**config.mk**
```make
export PLATFORM = sky130hd
export DESIGN_NAME = txc_result_ring
export DESIGN_NICKNAME = d
export VERILOG_FILES = /design/src/rtl/txr_pkg.sv /design/src/rtl/txr_ring_store.sv /design/src/rtl/txr_wr_ctrl.sv /design/src/rtl/txr_irq_ctrl.sv /design/src/rtl/txc_result_ring.sv
export SDC_FILE = /design/constraint.sdc
export NUM_CORES = 1
export LEC_CHECK = 0
export ABC_AREA = 0
export CAP_MARGIN = 0
export CORE_UTILIZATION = 40
export CTS_BUF_LIST = sky130_fd_sc_hd__clkbuf_4
export CTS_CLUSTER_DIAMETER = 30
export DETAILED_ROUTE_END_ITERATION = 10
export SYNTH_ARGS = -nofsm -noshare
export SYNTH_HDL_FRONTEND = slang
export SYNTH_SLANG_ARGS = --single-unit
export TNS_END_PERCENT = 100
```
**constraint.sdc**
```tcl
create_clock -name clk_i -period 8 [get_ports clk_i]
set_input_delay 1.6 -clock clk_i [delete_from_list [all_inputs] [get_ports clk_i]]
set_output_delay 1.6 -clock clk_i [all_outputs]
set_load 0.1 [all_outputs]
```
**src/rtl/txr_pkg.sv**
```systemverilog
package txr_pkg;
  localparam int TXR_ID_W    = 8;
  localparam int TXR_STAT_W  = 8;
  localparam int TXR_RETRY_W = 8;
  localparam int TXR_AIR_W   = 16;
  localparam int TXR_DLY_W   = 32;

  typedef struct packed {
    logic [TXR_ID_W-1:0]    id;
    logic [TXR_STAT_W-1:0]  status;
    logic [TXR_RETRY_W-1:0] retries;
    logic [TXR_AIR_W-1:0]   airtime;
    logic [TXR_DLY_W-1:0]   delay;
  } txr_rec_t;
endpackage

```
**src/rtl/txr_ring_store.sv**
```systemverilog
module txr_ring_store
  import txr_pkg::*;
#(
  parameter int DEPTH = 16,
  localparam int IDX_W = $clog2(DEPTH)
) (
  input  logic             clk_i,
  input  logic             rst_ni,
  input  logic             wr_en_i,
  input  logic [IDX_W-1:0] wr_idx_i,
  input  txr_rec_t         wr_rec_i,
  input  logic             clr_en_i,
  input  logic [IDX_W-1:0] host_idx_i,
  output txr_rec_t         rd_rec_o,
  output logic [DEPTH-1:0] own_head_o,
  output logic [DEPTH-1:0] own_tail_o
);
  logic [DEPTH-1:0] head_q, head_d;
  logic [DEPTH-1:0] tail_q, tail_d;
  txr_rec_t         slot_q [DEPTH];

  // flag next state: a store wins over a clear of the same slot
  always_comb begin
    head_d = head_q;
    tail_d = tail_q;
    if (clr_en_i) begin
      head_d[host_idx_i] = 1'b0;
      tail_d[host_idx_i] = 1'b0;
    end
    if (wr_en_i) begin
      head_d[wr_idx_i] = 1'b1;
      tail_d[wr_idx_i] = 1'b1;
    end
  end

  always_ff @(posedge clk_i or negedge rst_ni) begin
    if (!rst_ni) begin
      head_q <= '0;
      tail_q <= '0;
    end else begin
      head_q <= head_d;
      tail_q <= tail_d;
    end
  end

  // data slots carry no reset; each has its own write enable
  for (genvar g = 0; g < DEPTH; g++) begin : g_slot
    logic slot_we;
    assign slot_we = wr_en_i && (wr_idx_i == IDX_W'(g));
    always_ff @(posedge clk_i) begin
      if (slot_we) begin
        slot_q[g] <= wr_rec_i;
      end
    end
  end

  assign rd_rec_o   = slot_q[host_idx_i];
  assign own_head_o = head_q;
  assign own_tail_o = tail_q;
endmodule

```
**src/rtl/txr_wr_ctrl.sv**
```systemverilog
module txr_wr_ctrl #(
  parameter int DEPTH = 16,
  localparam int IDX_W = $clog2(DEPTH)
) (
  input  logic             clk_i,
  input  logic             rst_ni,
  input  logic             valid_i,
  input  logic             report_i,
  input  logic             slot_busy_i,
  output logic             ready_o,
  output logic             wr_fire_o,
  output logic [IDX_W-1:0] wr_idx_o
);
  localparam logic [IDX_W-1:0] LAST = IDX_W'(DEPTH - 1);

  logic [IDX_W-1:0] ptr_q, ptr_d;

  always_comb begin
    ready_o   = !report_i || !slot_busy_i;
    wr_fire_o = valid_i && report_i && !slot_busy_i;
    ptr_d     = ptr_q;
    if (wr_fire_o) begin
      ptr_d = (ptr_q == LAST) ? '0 : ptr_q + 1'b1;
    end
  end

  always_ff @(posedge clk_i or negedge rst_ni) begin
    if (!rst_ni) begin
      ptr_q <= '0;
    end else begin
      ptr_q <= ptr_d;
    end
  end

  assign wr_idx_o = ptr_q;
endmodule

```
**src/rtl/txr_irq_ctrl.sv**
```systemverilog
module txr_irq_ctrl #(
  parameter int DEPTH = 16,
  parameter int THR_W = 4,
  localparam int CNT_W = $clog2(DEPTH + 1)
) (
  input  logic             clk_i,
  input  logic             rst_ni,
  input  logic             wr_fire_i,
  input  logic             clr_hit_i,
  input  logic             each_i,
  input  logic [THR_W-1:0] thresh_i,
  output logic             irq_o,
  output logic [CNT_W-1:0] pend_o
);
  localparam int CMP_W = (CNT_W > THR_W) ? CNT_W : THR_W;

  logic [CNT_W-1:0] cnt_q, cnt_d;
  logic             irq_q, irq_d;
  logic             thr_hit;

  always_comb begin
    cnt_d = cnt_q;
    if (wr_fire_i && !clr_hit_i) begin
      cnt_d = cnt_q + 1'b1;
    end else if (!wr_fire_i && clr_hit_i) begin
      cnt_d = cnt_q - 1'b1;
    end
    thr_hit = (thresh_i != '0) &&
              (CMP_W'(cnt_d) >= CMP_W'(thresh_i));
    irq_d = irq_q;
    if (wr_fire_i && (each_i || thr_hit)) begin
      irq_d = 1'b1;
    end else if (cnt_d == '0) begin
      irq_d = 1'b0;
    end
  end

  always_ff @(posedge clk_i or negedge rst_ni) begin
    if (!rst_ni) begin
      cnt_q <= '0;
      irq_q <= 1'b0;
    end else begin
      cnt_q <= cnt_d;
      irq_q <= irq_d;
    end
  end

  assign irq_o  = irq_q;
  assign pend_o = cnt_q;
endmodule

```
**src/rtl/txc_result_ring.sv**
```systemverilog
module txc_result_ring
  import txr_pkg::*;
#(
  parameter int DEPTH = 16,
  parameter int THR_W = 4,
  localparam int IDX_W = $clog2(DEPTH),
  localparam int CNT_W = $clog2(DEPTH + 1)
) (
  input  logic                   clk_i,
  input  logic                   rst_ni,
  input  logic                   res_valid_i,
  output logic                   res_ready_o,
  input  logic                   res_report_i,
  input  logic [TXR_ID_W-1:0]    res_id_i,
  input  logic [TXR_STAT_W-1:0]  res_status_i,
  input  logic [TXR_RETRY_W-1:0] res_retries_i,
  input  logic [TXR_AIR_W-1:0]   res_airtime_i,
  input  logic [TXR_DLY_W-1:0]   res_delay_i,
  input  logic                   irq_each_i,
  input  logic [THR_W-1:0]       agg_thresh_i,
  input  logic [IDX_W-1:0]       host_idx_i,
  input  logic                   host_clr_i,
  output logic                   host_own_head_o,
  output logic                   host_own_tail_o,
  output logic [TXR_ID_W-1:0]    host_id_o,
  output logic [TXR_STAT_W-1:0]  host_status_o,
  output logic [TXR_RETRY_W-1:0] host_retries_o,
  output logic [TXR_AIR_W-1:0]   host_airtime_o,
  output logic [TXR_DLY_W-1:0]   host_delay_o,
  output logic                   irq_o
);
  txr_rec_t         wr_rec;
  txr_rec_t         rd_rec;
  logic [DEPTH-1:0] own_head;
  logic [DEPTH-1:0] own_tail;
  logic [IDX_W-1:0] wr_idx;
  logic             wr_fire;
  logic             slot_busy;
  logic             clr_hit;
  logic [CNT_W-1:0] pend_cnt;

  always_comb begin
    wr_rec.id      = res_id_i;
    wr_rec.status  = res_status_i;
    wr_rec.retries = res_retries_i;
    wr_rec.airtime = res_airtime_i;
    wr_rec.delay   = res_delay_i;
  end

  assign slot_busy = own_head[wr_idx] || own_tail[wr_idx];
  assign clr_hit   = host_clr_i && (own_head[host_idx_i] || own_tail[host_idx_i]);

  txr_wr_ctrl #(.DEPTH(DEPTH)) u_wr (
    .clk_i       (clk_i),
    .rst_ni      (rst_ni),
    .valid_i     (res_valid_i),
    .report_i    (res_report_i),
    .slot_busy_i (slot_busy),
    .ready_o     (res_ready_o),
    .wr_fire_o   (wr_fire),
    .wr_idx_o    (wr_idx)
  );

  txr_ring_store #(.DEPTH(DEPTH)) u_store (
    .clk_i      (clk_i),
    .rst_ni     (rst_ni),
    .wr_en_i    (wr_fire),
    .wr_idx_i   (wr_idx),
    .wr_rec_i   (wr_rec),
    .clr_en_i   (host_clr_i),
    .host_idx_i (host_idx_i),
    .rd_rec_o   (rd_rec),
    .own_head_o (own_head),
    .own_tail_o (own_tail)
  );

  txr_irq_ctrl #(.DEPTH(DEPTH), .THR_W(THR_W)) u_irq (
    .clk_i     (clk_i),
    .rst_ni    (rst_ni),
    .wr_fire_i (wr_fire),
    .clr_hit_i (clr_hit),
    .each_i    (irq_each_i),
    .thresh_i  (agg_thresh_i),
    .irq_o     (irq_o),
    .pend_o    (pend_cnt)
  );

  assign host_own_head_o = own_head[host_idx_i];
  assign host_own_tail_o = own_tail[host_idx_i];
  assign host_id_o       = rd_rec.id;
  assign host_status_o   = rd_rec.status;
  assign host_retries_o  = rd_rec.retries;
  assign host_airtime_o  = rd_rec.airtime;
  assign host_delay_o    = rd_rec.delay;
endmodule

```
==> reports/metrics.json <==
{
  "post_synth_main_area_contributors": {"value": "edfxtp_1 (76%), mux4_2 (18%), dfrtp_1 (2.3%)"},
  "multiInputGateArea": {"value": 9440, "unit": "um2"},
  "share_seq_of_total_power": {"value": 51.5, "unit": "%"},
  "rsz0062_at_grt": {"value": "false"},
  "grt_first_pass_wirelength": {"value": 155, "unit": "mm"},
  "detail_route.wl_per_cell": {"value": 26.1, "unit": "um"},
  "regToRegStartpoint": {"value": "u_wr.wr_idx_o[1]"},
  "die_h": {"value": 339, "unit": "um"},
  "switching_share": {"value": 26.2, "unit": "%"},
  "worstHoldEndpoint": {"value": "u_store.own_head_o[10]"},
  "die_x": {"value": 339, "unit": "um"},
  "worst-slew-pin-transition": {"value": 1150, "unit": "ps"},
  "drv.max_cap_violation_count": {"value": 0},
  "worstSkewPairLatency": {"value": 1180, "unit": "ps"},
  "holdPathStages": {"value": 2},
  "required": {"value": 6400, "unit": "ps"},
  "timing.critical_path.max_delay_family": {"value": "buffers and inverters"},
  "dpl_worst_slack": {"value": 1440, "unit": "ps"},
  "antenna_found_initial": {"value": 9},
  "yosys.area_share.simple": {"value": 1.42, "unit": "%"},
  "fill_cells": {"value": 9409},
  "h-tree-depth": {"value": 5},
  "critical_path.most_common_cell": {"value": "mux4_2"},
  "layout.nets": {"value": 2429},
  "post-route-period-util": {"value": 80.8, "unit": "%"},
  "core_region_area": {"value": 113000, "unit": "um2"},
  "grt_util_all_layers": {"value": 18.6, "unit": "%"},
  "clock_tree.root_cell": {"value": "clkbuf_4"},
  "ys_async_sr_fraction": {"value": 3.52, "unit": "%"},
  "cp_slowest_stage_delay": {"value": 1000, "unit": "ps"},
  "share_clk_of_total_power": {"value": 35.9, "unit": "%"},
  "synth_flop_type": {"value": "edfxtp_1"},
  "min_path_type": {"value": "register to register"},
  "detailed_place.area": {"value": 49200, "unit": "um2"},
  "worstHoldStart": {"value": "u_store.own_head_o[10]"},
  "synth_net_count": {"value": 1973},
  "avgViaCountPerCell": {"value": 5.36},
  "tritoncts_num_sinks": {"value": 1194},
  "critPathLaunchType": {"value": "primary input"},
  "cp.arrival": {"value": 4870, "unit": "ps"},
  "synthMostInstantiatedCell": {"value": "edfxtp_1"},
  "drtAntennaViolNets": {"value": 0},
  "timing.slew.headroom": {"value": 23.2, "unit": "%"},
  "timing.setup.critical_path_class": {"value": "primary input to primary output"},
  "synth_compound_area_share": {"value": 0.610, "unit": "%"},
  "vias": {"value": 21700},
  "yosysTopAreaCell": {"value": "edfxtp_1"},
  "floorplan.rows": {"value": 123},
  "edff_count_synth": {"value": 1152},
  "synth.yosys.warnings": {"value": 0},
  "fp.dieArea": {"value": 115000, "unit": "um2"},
  "timing.final.max_slew_violations": {"value": 0},
  "timing_hold_violations_final": {"value": 0},
  "cpMaxStageDelayCell": {"value": "clkdlybuf4s50_1"},
  "detailedRoute.firstIterationViolations": {"value": 1687},
  "post-dp-hpwl": {"value": 53.6, "unit": "mm"},
  "synth_top_family_by_area": {"value": "multiplexers"},
  "clock_skew": {"value": 114, "unit": "ps"},
  "clock.fmax": {"value": 155, "unit": "MHz"},
  "flow.area_growth_from_synthesis": {"value": 16.7, "unit": "%"},
  "reg2reg_to": {"value": "u_store.slot_q[4][61]"},
  "cellPowerDensity": {"value": 269, "unit": "nW/um2"},
  "detail_route.wirelength": {"value": 106, "unit": "mm"},
  "synth_top_cells_by_count": {"value": "edfxtp_1 (1,152), mux4_2 (368), nand2_1 (91)"},
  "setup_viol_count_final": {"value": 0},
  "avgSynthCellArea": {"value": 24.3, "unit": "um2"},
  "stdcell_area": {"value": 53100, "unit": "um2"},
  "cts_tree": {"value": "built"},
  "synthXorXnorAreaFrac": {"value": 0.151, "unit": "%"},
  "grt_max_degree": {"value": 93},
  "status": {"value": "completed"},
  "critical_path.max_fanout": {"value": 63},
  "period_minus_slack": {"value": 6470, "unit": "ps"},
  "route.detailed.drc": {"value": 0},
  "vdd_drop_max": {"value": 0.119, "unit": "mV"},
  "finalWorstSetupSlack": {"value": 1530, "unit": "ps"},
  "number_of_hold_repair_buffers_added_at_the_cts_stage": {"value": 0},
  "reg2reg_depth": {"value": 9},
  "clock_path_buffers": {"value": 4},
  "first_global_vias": {"value": 23800},
  "clk_pin_slew": {"value": 60, "unit": "ps"},
  "post_synth_fa_ha_maj_area_fraction": {"value": 0.319, "unit": "%"},
  "fin_tns_setup": {"value": 0, "unit": "ps"},
  "gp_congestion": {"value": 0.760},
  "synth_top_area_share": {"value": 76.0, "unit": "%"},
  "cp-end-kind": {"value": "primary output"},
  "reg2reg_setup_slack": {"value": 3480, "unit": "ps"},
  "layout-drive-gt1-share": {"value": 36.3, "unit": "%"},
  "p_leak": {"value": 0.0172, "unit": "uW"},
  "yosysSeqAreaShare": {"value": 78.3, "unit": "%"},
  "post_synth_mux_area_share": {"value": 18.2, "unit": "%"},
  "final-seq-area": {"value": 35600, "unit": "um2"},
  "post_synth_num_cell_types": {"value": 48},
  "cts_resized": {"value": 0},
  "top_level_ports": {"value": 162},
  "worstPathCellList": {"value": "buf_8, buf_4, mux4_2, mux4_2, clkdlybuf4s50_1"},
  "post-cts-setup-buffer-count": {"value": 0},
  "grt-ovfl-total": {"value": 0},
  "synth_area": {"value": 45500, "unit": "um2"},
  "power_report.internal_total": {"value": 10600, "unit": "uW"},
  "count_of_port_buffers_added_during_placement": {"value": 161},
  "cts_made_buffers": {"value": 334},
  "comb_power_share": {"value": 12.6, "unit": "%"},
  "initial_core_util": {"value": 40.4, "unit": "%"},
  "first_pass_iters": {"value": 5},
  "yosys_register_bits": {"value": 1194},
  "syn-instance-count": {"value": 1877},
  "worst-path-buf-inv": {"value": 3},
  "total_switching_power": {"value": 3740, "unit": "uW"}
}
worst max-delay path by stage:
stage	startpoint	endpoint	cells past startpoint
4_1_cts	host_idx_i[0]	host_delay_o[24]	5
6_report	host_idx_i[0]	host_delay_o[24]	5
5_1_grt	host_idx_i[0]	host_delay_o[30]	5
3_3_place_gp	host_idx_i[0]	host_delay_o[19]	5
2_1_floorplan	res_report_i	u_store.slot_q[15][0]	4
3_5_place_dp	host_idx_i[0]	host_delay_o[19]	5
power groups by stage:
| stage | Combinational (uW) | Sequential [uW] | Clock (uW) |
|---|---|---|---|
| global route | 1930 | 7380 | 5610 |
| floorplan | 1230 | 7440 | 0 |
| finish | 1810 | 7360 | 5130 |
| global placement | 1800 | 7460 | 0 |
| detailed placement | 1830 | 7490 | 0 |
| CTS | 1840 | 7350 | 5300 |
layout by cell type (no fill, tap or decap), drive strengths merged, types with 11 or more instances in the layout:
master | netlist | routed
clkinv | 0 | 82
dfrtp | 42 | 42
buf | 26 | 54
nand3 | 15 | 15
nand2 | 91 | 91
nor2 | 11 | 11
mux4 | 368 | 368
edfxtp | 1152 | 1152
clkdlybuf4s50 | 0 | 156
inv | 26 | 31
clkbuf | 64 | 444
stage by stage:
stage                     utilization (%)  hold WS, ps  instances  total power [uW]
after floorplan                         -          454       1877              8670
after CTS                            47.2          485       4036             14500
after global placement               43.7          473       3497              9260
after global routing                 47.2          528       4045             14900
after detailed placement             43.7          479       3497              9320
final                                47.2          508       4046             14300
tightest hold or removal path, stage by stage, from the launching register on:
cell and delay, ps:
dfrtp_1 360, nand2_1 60, nand2_1 60
routing by layer:
layer / part of all wire (%) / global-route usage [%]
met2: 51 / 30.9
met3: 5.6 / 4.24
met4: 2.3 / 7.09
met1: 41 / 23.8
met5: 0.065 / 0
kinds of logic (layout without fill, tap and decap cells):
family                     count (synthesis)  in the layout
buffers and inverters                    116            775
AOI/OAI and AO/OA                         34             34
adders and majority gates                 12             12
muxes                                    369            369
other                                      0             10
DFF                                     1194           1194
and+or+nand+nor                          145            145
xor gates and xnor gates                   7              7
sequential cells by signal, indices dropped and copies added (netlist names):
signal	cells
u_store.slot_q	1152
u_store.own_tail_o	16
u_irq.pend_o	5
u_wr.wr_idx_o	4
u_irq.irq_o	1
u_store.own_head_o	16
area by class of cell:
type | count | area share (%)
flip-flops and latches | 1194 | 67.1
multi-input cells | 567 | 17.8
clock buffers | 444 | 6.27
repair buffers | 210 | 4.01
well taps | 1500 | 3.53
clock inverters | 95 | 1.04
inverters | 26 | 0.254
diodes | 10 | 0.0471
Power figures use the tool's default switching activity.
